==> src/rtl/cwd_pkg.sv <==
// Shared types and command codes for the control word decoder.
// Assumes a 4-bit register index in the top of every control word.
package cwd_pkg;

    // Sequencer states for the command engine
    typedef enum logic [2:0] {
        SQ_IDLE,
        SQ_UP_GO,
        SQ_UP_WAIT,
        SQ_RB_GO,
        SQ_RB_WAIT,
        SQ_TX
    } seq_state_t;

    // Indices that start a command instead of being stored
    localparam logic [3:0] IDX_READBACK = 4'hE;
    localparam logic [3:0] IDX_UPLOAD   = 4'hF;

endpackage

==> src/rtl/cwd_byte_asm.sv <==
// Packs incoming bytes, most significant first, into control words.
// Emits a one-cycle word strobe after the last byte. Stalls input while
// the command engine is busy and in the cycle of the strobe.
module cwd_byte_asm #(
    parameter int BYTE_W = 8,
    parameter int BYTES  = 4
) (
    input  logic                      clk,
    input  logic                      rst_n,
    input  logic [BYTE_W-1:0]         in_data,
    input  logic                      in_valid,
    input  logic                      hold,
    output logic                      in_ready,
    output logic [BYTE_W*BYTES-1:0]   word,
    output logic                      word_valid
);

    localparam int WORD_W = BYTE_W * BYTES;
    localparam int ACC_W  = WORD_W - BYTE_W;
    localparam int CNT_W  = (BYTES > 1) ? $clog2(BYTES) : 1;

    logic [ACC_W-1:0] acc;
    logic [CNT_W-1:0] cnt;

    // Ready only when idle and not presenting a fresh word
    assign in_ready = !hold && !word_valid;

    // Shift accepted bytes in and fire the word strobe on the last one
    always_ff @(posedge clk) begin
        if (!rst_n) begin
            acc        <= '0;
            cnt        <= '0;
            word       <= '0;
            word_valid <= 1'b0;
        end else begin
            word_valid <= 1'b0;
            if (in_valid && in_ready) begin
                if (cnt == CNT_W'(BYTES - 1)) begin
                    word       <= {acc, in_data};
                    word_valid <= 1'b1;
                    cnt        <= '0;
                end else begin
                    acc <= {acc[ACC_W-BYTE_W-1:0], in_data};
                    cnt <= cnt + 1'b1;
                end
            end
        end
    end

    // a word strobe always follows an accepted byte
    p_word_after_byte_r1: assert property (@(posedge clk) disable iff (!rst_n)
        word_valid |-> $past(in_valid && in_ready));

endmodule

==> src/rtl/cwd_regbank.sv <==
// Configuration register bank written by storage words.
// Indices at or above NUM_REGS are ignored. Register 0 keeps its serial
// direction bit cleared.
module cwd_regbank #(
    parameter int NUM_REGS = 14,
    parameter int PAY_W    = 28,
    parameter int IDX_W    = 4,
    parameter int DIR_BIT  = 23
) (
    input  logic                      clk,
    input  logic                      rst_n,
    input  logic                      wr_en,
    input  logic [IDX_W-1:0]          wr_idx,
    input  logic [PAY_W-1:0]          wr_data,
    output logic [NUM_REGS*PAY_W-1:0] regs_o
);

    localparam logic [PAY_W-1:0] DIR_MASK = ~(PAY_W'(1) << DIR_BIT);

    for (genvar g = 0; g < NUM_REGS; g++) begin : g_reg
        logic [PAY_W-1:0] r;
        if (g == 0) begin : g_masked
            // Register 0 store with direction bit forced low
            always_ff @(posedge clk) begin
                if (!rst_n)                                 r <= '0;
                else if (wr_en && wr_idx == IDX_W'(g))      r <= wr_data & DIR_MASK;
            end
        end else begin : g_plain
            // Plain register store on index match
            always_ff @(posedge clk) begin
                if (!rst_n)                                 r <= '0;
                else if (wr_en && wr_idx == IDX_W'(g))      r <= wr_data;
            end
        end
        assign regs_o[g*PAY_W +: PAY_W] = r;
    end

    // direction bit of register 0 never set
    p_dir_low_r3: assert property (@(posedge clk) disable iff (!rst_n)
        regs_o[DIR_BIT] == 1'b0);

    // out-of-range (command) indices leave the bank untouched
    p_cmd_no_store_r11: assert property (@(posedge clk) disable iff (!rst_n)
        wr_en && (wr_idx >= IDX_W'(NUM_REGS)) |=> $stable(regs_o));

endmodule

==> src/rtl/cwd_spi_engine.sv <==
// Single serial transfer engine. It shifts a left-aligned vector out MSB
// first on one chip select and samples miso on each rising serial clock.
// Clock halves last CLK_DIV system cycles. Assumes start only while idle.
module cwd_spi_engine #(
    parameter int NUM_DEV = 3,
    parameter int SR_W    = 32,
    parameter int RX_W    = 8,
    parameter int CLK_DIV = 3,
    parameter int DEV_W   = 2,
    parameter int LEN_W   = 6
) (
    input  logic               clk,
    input  logic               rst_n,
    input  logic               start,
    input  logic [DEV_W-1:0]   dev_sel,
    input  logic [SR_W-1:0]    tx_bits,
    input  logic [LEN_W-1:0]   nbits,
    input  logic               miso,
    output logic [NUM_DEV-1:0] cs_n,
    output logic               sclk,
    output logic               mosi,
    output logic               done,
    output logic [RX_W-1:0]    rx_data
);

    localparam int DIV_W = (CLK_DIV > 1) ? $clog2(CLK_DIV) : 1;

    logic             active;
    logic [DIV_W-1:0] div;
    logic [LEN_W-1:0] left;
    logic [SR_W-1:0]  sr;

    // Data line follows the shift register head while a transfer runs
    assign mosi = active & sr[SR_W-1];

    // Transfer sequencing: select, clock halves, shift, sample, release
    always_ff @(posedge clk) begin
        if (!rst_n) begin
            active  <= 1'b0;
            sclk    <= 1'b0;
            div     <= '0;
            left    <= '0;
            sr      <= '0;
            rx_data <= '0;
            done    <= 1'b0;
            cs_n    <= '1;
        end else begin
            done <= 1'b0;
            if (!active) begin
                if (start) begin
                    active <= 1'b1;
                    sr     <= tx_bits;
                    left   <= nbits;
                    div    <= '0;
                    sclk   <= 1'b0;
                    cs_n   <= ~(NUM_DEV'(1) << dev_sel);
                end
            end else if (div == DIV_W'(CLK_DIV - 1)) begin
                div <= '0;
                if (!sclk) begin
                    sclk    <= 1'b1;
                    rx_data <= {rx_data[RX_W-2:0], miso};
                end else begin
                    sclk <= 1'b0;
                    sr   <= sr << 1;
                    left <= left - 1'b1;
                    if (left == LEN_W'(1)) begin
                        active <= 1'b0;
                        done   <= 1'b1;
                        cs_n   <= '1;
                    end
                end
            end else begin
                div <= div + 1'b1;
            end
        end
    end

    // at most one device selected
    p_cs_onehot_r5: assert property (@(posedge clk) disable iff (!rst_n)
        $onehot0(~cs_n));

    // data stable throughout the clock-high half
    p_mosi_hold_r10: assert property (@(posedge clk) disable iff (!rst_n)
        sclk && $past(sclk) |-> $stable(mosi));

    // idle engine keeps selects high and the clock low
    p_idle_quiet_r9: assert property (@(posedge clk) disable iff (!rst_n)
        !active |-> (cs_n == '1 && !sclk));

    // a new transfer is never started on top of a running one
    p_start_idle_r5: assert property (@(posedge clk) disable iff (!rst_n)
        start |-> !active);

endmodule

==> src/rtl/cwd_sequencer.sv <==
// Command engine. An upload walks registers 0..DAC_REGS-1 to the DAC,
// then register DAC_REGS to each synthesizer. A readback walks RB_WORDS
// DAC addresses and streams every result out as four bytes.
// Assumes the serial engine is idle whenever a GO state is entered.
module cwd_sequencer
    import cwd_pkg::*;
#(
    parameter int BYTE_W   = 8,
    parameter int WORD_W   = 32,
    parameter int IDX_W    = 4,
    parameter int PAY_W    = 28,
    parameter int DAC_REGS = 5,
    parameter int NUM_DEV  = 3,
    parameter int RB_WORDS = 15,
    parameter int DEV_W    = 2,
    parameter int LEN_W    = 6
) (
    input  logic                          clk,
    input  logic                          rst_n,
    input  logic                          cmd_valid,
    input  logic [IDX_W-1:0]              cmd_idx,
    input  logic [(DAC_REGS+1)*PAY_W-1:0] regs,
    input  logic                          eng_done,
    input  logic [BYTE_W-1:0]             eng_rx,
    output logic                          eng_start,
    output logic [DEV_W-1:0]              eng_dev,
    output logic [WORD_W-1:0]             eng_bits,
    output logic [LEN_W-1:0]              eng_nbits,
    output logic [BYTE_W-1:0]             tx_data,
    output logic                          tx_valid,
    input  logic                          tx_ready,
    output logic                          busy
);

    localparam int UP_STEPS  = DAC_REGS + NUM_DEV - 1;
    localparam int MAX_STEPS = (UP_STEPS > RB_WORDS) ? UP_STEPS : RB_WORDS;
    localparam int STEP_W    = $clog2(MAX_STEPS);
    localparam int NBYTES    = WORD_W / BYTE_W;
    localparam int BSEL_W    = $clog2(NBYTES);
    localparam int PAD_W     = WORD_W - 2 * IDX_W - BYTE_W;

    seq_state_t          state;
    logic [STEP_W-1:0]   step;
    logic [BSEL_W-1:0]   bsel;
    logic [WORD_W-1:0]   rb_word;
    logic [STEP_W-1:0]   up_reg;
    logic [DEV_W-1:0]    up_dev;
    logic [PAY_W-1:0]    up_pay;
    logic [BYTE_W-1:0]   rd_cmd;

    // Pick register, device and transfer vector for the current step
    always_comb begin
        if (step < STEP_W'(DAC_REGS)) begin
            up_reg = step;
            up_dev = '0;
        end else begin
            up_reg = STEP_W'(DAC_REGS);
            up_dev = DEV_W'(step - STEP_W'(DAC_REGS)) + DEV_W'(1);
        end
        up_pay    = regs[up_reg*PAY_W +: PAY_W];
        rd_cmd    = {1'b1, (BYTE_W-1)'(step)};
        eng_start = (state == SQ_UP_GO) || (state == SQ_RB_GO);
        if (state == SQ_RB_GO) begin
            eng_dev   = '0;
            eng_bits  = {rd_cmd, {(WORD_W-BYTE_W){1'b0}}};
            eng_nbits = LEN_W'(2 * BYTE_W);
        end else begin
            eng_dev   = up_dev;
            eng_bits  = {up_pay, {(WORD_W-PAY_W){1'b0}}};
            eng_nbits = LEN_W'(PAY_W);
        end
    end

    // Return stream and busy flag come straight from the state
    assign tx_valid = (state == SQ_TX);
    assign tx_data  = rb_word[WORD_W-1 - bsel*BYTE_W -: BYTE_W];
    assign busy     = (state != SQ_IDLE);

    // Command state machine
    always_ff @(posedge clk) begin
        if (!rst_n) begin
            state   <= SQ_IDLE;
            step    <= '0;
            bsel    <= '0;
            rb_word <= '0;
        end else begin
            case (state)
                SQ_IDLE: begin
                    if (cmd_valid && cmd_idx == IDX_UPLOAD) begin
                        step  <= '0;
                        state <= SQ_UP_GO;
                    end else if (cmd_valid && cmd_idx == IDX_READBACK) begin
                        step  <= '0;
                        state <= SQ_RB_GO;
                    end
                end
                SQ_UP_GO: state <= SQ_UP_WAIT;
                SQ_UP_WAIT: begin
                    if (eng_done) begin
                        if (step == STEP_W'(UP_STEPS - 1)) begin
                            state <= SQ_IDLE;
                        end else begin
                            step  <= step + 1'b1;
                            state <= SQ_UP_GO;
                        end
                    end
                end
                SQ_RB_GO: state <= SQ_RB_WAIT;
                SQ_RB_WAIT: begin
                    if (eng_done) begin
                        rb_word <= {IDX_READBACK, IDX_W'(step), {PAD_W{1'b0}}, eng_rx};
                        bsel    <= '0;
                        state   <= SQ_TX;
                    end
                end
                SQ_TX: begin
                    if (tx_ready) begin
                        if (bsel == BSEL_W'(NBYTES - 1)) begin
                            if (step == STEP_W'(RB_WORDS - 1)) begin
                                state <= SQ_IDLE;
                            end else begin
                                step  <= step + 1'b1;
                                state <= SQ_RB_GO;
                            end
                        end else begin
                            bsel <= bsel + 1'b1;
                        end
                    end
                end
                default: state <= SQ_IDLE;
            endcase
        end
    end

    // a stalled byte is held unchanged
    p_tx_hold_r7: assert property (@(posedge clk) disable iff (!rst_n)
        tx_valid && !tx_ready |=> tx_valid && $stable(tx_data));

    // no return traffic outside a command
    p_tx_only_busy_r8: assert property (@(posedge clk) disable iff (!rst_n)
        tx_valid |-> busy);

endmodule

==> src/rtl/cwd_top.sv <==
// Control word decoder with serial loader: byte packer, register bank,
// command sequencer and serial engine. Assumes a free-running clock and
// a synchronous active-low reset.
module cwd_top #(
    parameter int BYTE_W   = 8,
    parameter int BYTES    = 4,
    parameter int IDX_W    = 4,
    parameter int NUM_REGS = 14,
    parameter int DAC_REGS = 5,
    parameter int NUM_DEV  = 3,
    parameter int RB_WORDS = 15,
    parameter int DIR_BIT  = 23,
    parameter int CKSEL_HI = 27,
    parameter int CLK_DIV  = 3
) (
    input  logic                                          clk,
    input  logic                                          rst_n,
    input  logic [BYTE_W-1:0]                             rx_data,
    input  logic                                          rx_valid,
    output logic                                          rx_ready,
    output logic [BYTE_W-1:0]                             tx_data,
    output logic                                          tx_valid,
    input  logic                                          tx_ready,
    output logic                                          spi_sclk,
    output logic                                          spi_mosi,
    input  logic                                          spi_miso,
    output logic [NUM_DEV-1:0]                            spi_cs_n,
    output logic                                          busy,
    output logic                                          clk_ext_adca,
    output logic                                          clk_ext_adcb,
    output logic                                          clk_ext_dac,
    output logic [NUM_REGS*(BYTE_W*BYTES-IDX_W)-1:0]      cfg_regs
);

    localparam int WORD_W = BYTE_W * BYTES;
    localparam int PAY_W  = WORD_W - IDX_W;
    localparam int DEV_W  = (NUM_DEV > 1) ? $clog2(NUM_DEV) : 1;
    localparam int LEN_W  = $clog2(WORD_W + 1);

    logic [WORD_W-1:0] word;
    logic              word_valid;
    logic              eng_start;
    logic [DEV_W-1:0]  eng_dev;
    logic [WORD_W-1:0] eng_bits;
    logic [LEN_W-1:0]  eng_nbits;
    logic              eng_done;
    logic [BYTE_W-1:0] eng_rx;
    logic [PAY_W-1:0]  ck_reg;

    cwd_byte_asm #(.BYTE_W(BYTE_W), .BYTES(BYTES)) u_asm (
        .clk(clk), .rst_n(rst_n), .in_data(rx_data), .in_valid(rx_valid),
        .hold(busy), .in_ready(rx_ready), .word(word), .word_valid(word_valid)
    );

    cwd_regbank #(.NUM_REGS(NUM_REGS), .PAY_W(PAY_W), .IDX_W(IDX_W),
                  .DIR_BIT(DIR_BIT)) u_bank (
        .clk(clk), .rst_n(rst_n), .wr_en(word_valid),
        .wr_idx(word[WORD_W-1 -: IDX_W]), .wr_data(word[PAY_W-1:0]),
        .regs_o(cfg_regs)
    );

    cwd_sequencer #(.BYTE_W(BYTE_W), .WORD_W(WORD_W), .IDX_W(IDX_W),
                    .PAY_W(PAY_W), .DAC_REGS(DAC_REGS), .NUM_DEV(NUM_DEV),
                    .RB_WORDS(RB_WORDS), .DEV_W(DEV_W), .LEN_W(LEN_W)) u_seq (
        .clk(clk), .rst_n(rst_n), .cmd_valid(word_valid),
        .cmd_idx(word[WORD_W-1 -: IDX_W]),
        .regs(cfg_regs[(DAC_REGS+1)*PAY_W-1:0]),
        .eng_done(eng_done), .eng_rx(eng_rx), .eng_start(eng_start),
        .eng_dev(eng_dev), .eng_bits(eng_bits), .eng_nbits(eng_nbits),
        .tx_data(tx_data), .tx_valid(tx_valid), .tx_ready(tx_ready),
        .busy(busy)
    );

    cwd_spi_engine #(.NUM_DEV(NUM_DEV), .SR_W(WORD_W), .RX_W(BYTE_W),
                     .CLK_DIV(CLK_DIV), .DEV_W(DEV_W), .LEN_W(LEN_W)) u_spi (
        .clk(clk), .rst_n(rst_n), .start(eng_start), .dev_sel(eng_dev),
        .tx_bits(eng_bits), .nbits(eng_nbits), .miso(spi_miso),
        .cs_n(spi_cs_n), .sclk(spi_sclk), .mosi(spi_mosi),
        .done(eng_done), .rx_data(eng_rx)
    );

    // Clock-source selects decoded from the clock management register
    assign ck_reg       = cfg_regs[DAC_REGS*PAY_W +: PAY_W];
    assign clk_ext_adca = ck_reg[CKSEL_HI];
    assign clk_ext_adcb = ck_reg[CKSEL_HI-1];
    assign clk_ext_dac  = ck_reg[CKSEL_HI-2];

    // input stalled for the whole command
    p_ready_busy_r8: assert property (@(posedge clk) disable iff (!rst_n)
        busy |-> !rx_ready);

    // selects only move while a command runs
    p_cs_idle_r5: assert property (@(posedge clk) disable iff (!rst_n)
        !busy |-> (spi_cs_n == '1));

endmodule

==> config.mk <==
export PLATFORM = sky130hd
export DESIGN_NAME = cwd_top
export DESIGN_NICKNAME = d
export VERILOG_FILES = /design/src/rtl/cwd_pkg.sv /design/src/rtl/cwd_byte_asm.sv /design/src/rtl/cwd_regbank.sv /design/src/rtl/cwd_spi_engine.sv /design/src/rtl/cwd_sequencer.sv /design/src/rtl/cwd_top.sv
export SDC_FILE = /design/constraint.sdc
export NUM_CORES = 1
export LEC_CHECK = 0
export ABC_AREA = 0
export BUFFER_PORTS_ARGS = -buffer_cell sky130_fd_sc_hd__buf_2
export CAP_MARGIN = 5
export CORE_MARGIN = 1.5
export CORE_UTILIZATION = 50
export DETAILED_ROUTE_END_ITERATION = 10
export HOLD_SLACK_MARGIN = 0.1
export PLACE_DENSITY = 0.81
export SKIP_CTS_REPAIR_TIMING = 1
export SLEW_MARGIN = 25
export SYNTH_ARGS = -nofsm -noshare
export SYNTH_HDL_FRONTEND = slang
export SYNTH_HIERARCHICAL = 1
export SYNTH_SLANG_ARGS = --single-unit
==> constraint.sdc <==
create_clock -name clk -period 3.5 [get_ports clk]
set_input_delay 0.175 -clock clk [delete_from_list [all_inputs] [get_ports clk]]
set_output_delay 0.175 -clock clk [all_outputs]
set_load 0.01 [all_outputs]
==> reports/summary.json <==
{
  "synthesis": {
    "ys.flop_type": "sky130_fd_sc_hd__dfxtp_1",
    "ys_seq_elements": 526,
    "cells_taking_the_most_area_after_synthesis": "sky130_fd_sc_hd__dfxtp_1 49%, sky130_fd_sc_hd__mux2i_1 23%, sky130_fd_sc_hd__nand2_1 11%",
    "syn-cell-area_um2": 21500,
    "postSynthCellCount": 2268,
    "postSynth.asyncResetShare_pct": 0,
    "synth_compound_gate_area_share_pct": 5.779,
    "combinational_family_with_the_most_area_after_synthesis": "multiplexers",
    "synth_sequential_area_ratio_pct": 48.98,
    "synth_xor_area_share_pct": 0,
    "synth-simple-area-share_pct": 16.63,
    "synthMostInstantiatedCell": "sky130_fd_sc_hd__nand2_1",
    "syn-mean-instance-area_um2": 9.480,
    "synth-warning-count": 6,
    "synth_mux_area_share_pct": 23.02,
    "yosys.cell_types.count": 70,
    "synth_top_area_share_pct": 48.98,
    "yosys-top-cells-count": "634 x sky130_fd_sc_hd__nand2_1, 526 x sky130_fd_sc_hd__dfxtp_1, 491 x sky130_fd_sc_hd__mux2i_1",
    "synth_enable_flop_cells": 0,
    "synth_top_area_cell": "sky130_fd_sc_hd__dfxtp_1",
    "synth_adder_area_share_pct": 0.4074
  },
  "critical_path": {
    "critPathTopFamily": "simple AND/OR/NAND/NOR gates",
    "critical_path_buf_inv_count": 2,
    "worst_setup_path_end_kind": "flop",
    "cp_data_arrival_time_ns": 3.21,
    "slowest_delay_ns": 0.48,
    "r2r_start": "u_seq/step[1]",
    "worst-endpoint-required_ns": 4.00,
    "reg2regPathDepth": 10,
    "destination_of_the_worst_register_to_register_timing_path": "u_spi/sr[11]",
    "highest_fanout_seen_on_the_critical_path": 59,
    "critical_path.startpoint_type": "flop",
    "timing_worst_setup_path_type": "flop to flop",
    "r2r_setup_slack_ns": 0.79,
    "worst_path_max_delay_cell": "sky130_fd_sc_hd__dfxtp_1",
    "crit_path_cell_trace": "inv_1, ha_1, nand2b_1, nand3_2, buf_12, a22oi_1, o21ai_0, and3_1, mux2i_1, a211oi_1"
  },
  "worst_hold_path": {
    "min_delay_path_depth": 3,
    "worst_hold_path_ep": "u_seq/state[1]",
    "min_from": "rst_n",
    "hold_path_class": "input port to flop"
  },
  "sta": {
    "setup_viol": 0,
    "worst-slew-pin-transition_ns": 1.080,
    "post-route-period-util_pct": 77.41,
    "clock-skew-final_ns": 0.02220,
    "hold_violations": 0,
    "achievable-frequency_ghz": 0.3691,
    "rsz0062_at_grt": "false",
    "maxSlewViolCount": 0,
    "final.min_clock_period_ns": 2.709,
    "hold_slack_ns": 0.04670,
    "timing.max_slew.rel_slack_pct": 27.78,
    "totalNegativeSetupSlack_ns": 0
  },
  "place": {
    "dp.cells": 3065,
    "gp_routability_congestion": 0.9455,
    "post-dp-hpwl_um": 44570,
    "port_buffers": 422
  },
  "clock_tree": {
    "cts.htree.levels": 2,
    "worst_setup_hold_path_clk_slew_ns": 0.06,
    "numCtsBuffers": 51,
    "cts_tree": "done",
    "clock_sink_count": 526,
    "cts_buffer_depth": 3,
    "clock_latency_on_the_worst_skew_pair_ns": 0.59,
    "cell_chosen_for_the_clock_root": "sky130_fd_sc_hd__clkbuf_16"
  },
  "global_route": {
    "overflow": 0,
    "grt_pass1_wl_um": 100600,
    "global_route.usage.total_pct": 28.92,
    "via_count_of_the_first_global_routing_pass": 17670,
    "layer_with_the_highest_usage_after_global_routing": "met2",
    "grt_max_degree": 109,
    "grt_antenna_before_repair": 0,
    "use_met2_pct": 46.20,
    "use_met3_pct": 6.868,
    "grtUsageMet1_pct": 36.89
  },
  "die": {
    "dieWidth_um": 210.4,
    "num_rows": 75,
    "fp.dieH_um": 210.4,
    "ioPinCount": 424,
    "start_util_pct": 50.92,
    "core_area_um2": 42230,
    "design.die.area_um2": 44250
  },
  "routing": {
    "drt-vias-per-instance": 5.709,
    "starting_drt_drc_count": 1725,
    "wl_per_cell_um": 21.13,
    "route.detailed.drc": 0,
    "drtPass1Iterations": 7,
    "vias": 18100,
    "drt.antenna.violating_nets": 0,
    "drt_wl_total_um": 66980
  },
  "power_and_ir_drop": {
    "p_leak_uw": 0.01127,
    "totalPowerFinal_uw": 13910,
    "maximum_vdd_drop_uv": 424.5,
    "power.density_nw_per_um2": 545.6
  },
  "layout": {
    "num-nets-final": 2609,
    "area_growth_pct": 18.58,
    "layout-drive-gt1-share_pct": 21.63,
    "fin_cells": 3170,
    "num_antenna_cells": 0,
    "final.fill_count": 3490
  },
  "status": {
    "outcome": "completed"
  },
  "run": {
    "max-cap-violations": 0
  }
}
-- sequential cells by signal (all words and copies together), names as in the netlist, 3 cells and up --
register       count
u_spi/cs_n         3
u_seq/state        3
u_asm/word        32
u_asm/acc         24
u_seq/step         4
u_spi/rx_data      8
u_spi/sr          32
u_seq/rb_word     13
u_spi/left         6
u_bank/g.r       391
-- through the flow --
stage          instance area, um^2  setup slack (ns)  utilization (%)
6_report                     25500            0.7907            60.38
3_3_place_gp                 23590             1.052            55.85
4_1_cts                      25390            0.8462            60.13
5_1_grt                      25500            0.5827            60.38
3_5_place_dp                 23590            0.9066            55.85
2_1_floorplan                21520             1.068                -
-- worst reg2reg max path: cells and delay by family, from the launching register on --
kind,cells,cell delay (ns)
AOI/OAI and AO/OA,3,0.62
buffers and inverters,2,0.47
muxes,1,0.07
adders and majority gates,1,0.26
and+or+nand+nor,3,0.72
DFF,1,0.48
-- worst max path at each step --
stage / start / end / slack [ns] / depth (start not counted)
6_report: u_seq/step[1] / u_spi/sr[11] / 0.79 / 10
2_1_floorplan: u_seq/step[0] / u_spi/sr[31] / 1.07 / 11
5_1_grt: u_seq/step[1] / u_spi/sr[10] / 0.58 / 10
4_1_cts: u_seq/step[1] / u_spi/sr[11] / 0.85 / 10
3_3_place_gp: u_seq/step[1] / u_spi/sr[25] / 1.05 / 9
3_5_place_dp: u_seq/step[1] / u_spi/sr[10] / 0.91 / 10
-- final cells by class --
type	count	area [um^2]	share of cell area, %
clock inverter	14	225.2	0.8833
timing repair buffer	462	2514	9.859
sequential	526	10530	41.31
multi-input combinational	1534	9917	38.90
tap	539	674.4	2.645
inverter	14	52.55	0.2061
clock buffer	81	1582	6.203
-- logic make-up after synthesis --
kind of cell / Yosys count
mux: 494
other cells: 3
simple gates: 833
compound gates: 191
flops: 526
buf+inv: 214
fa+ha+maj: 7
-- routing by layer --
metal  share of wire (%)  up-vias
met2                  46      885
li1                    -     8289
met4                 4.1        0
met5                   0        -
met3                 9.3      178
met1                  41     8744
-- where the power goes --
group | internal (uW) | switching, uW | total, uW | leakage, uW
registers | 6240 | 214 | 6450 | 0.00424
logic | 564 | 1000 | 1570 | 0.00615
clock network | 3530 | 2360 | 5890 | 0.000885
-- placed cells by master (no fill, tap or decap), types with 12 or more instances in the layout --
master	count
sky130_fd_sc_hd__nand3_1	36
sky130_fd_sc_hd__dfxtp_1	525
sky130_fd_sc_hd__inv_1	12
sky130_fd_sc_hd__mux2i_1	491
sky130_fd_sc_hd__a211oi_1	31
sky130_fd_sc_hd__a22oi_1	23
sky130_fd_sc_hd__nand2_1	633
sky130_fd_sc_hd__clkbuf_1	13
sky130_fd_sc_hd__and3_1	30
sky130_fd_sc_hd__clkbuf_16	53
sky130_fd_sc_hd__a31oi_1	28
sky130_fd_sc_hd__buf_2	421
sky130_fd_sc_hd__clkbuf_8	15
sky130_fd_sc_hd__o21ai_0	35
sky130_fd_sc_hd__a21oi_1	34
sky130_fd_sc_hd__buf_4	24
sky130_fd_sc_hd__nor2_1	58
Note: power is estimated with default switching activity, not from simulation.
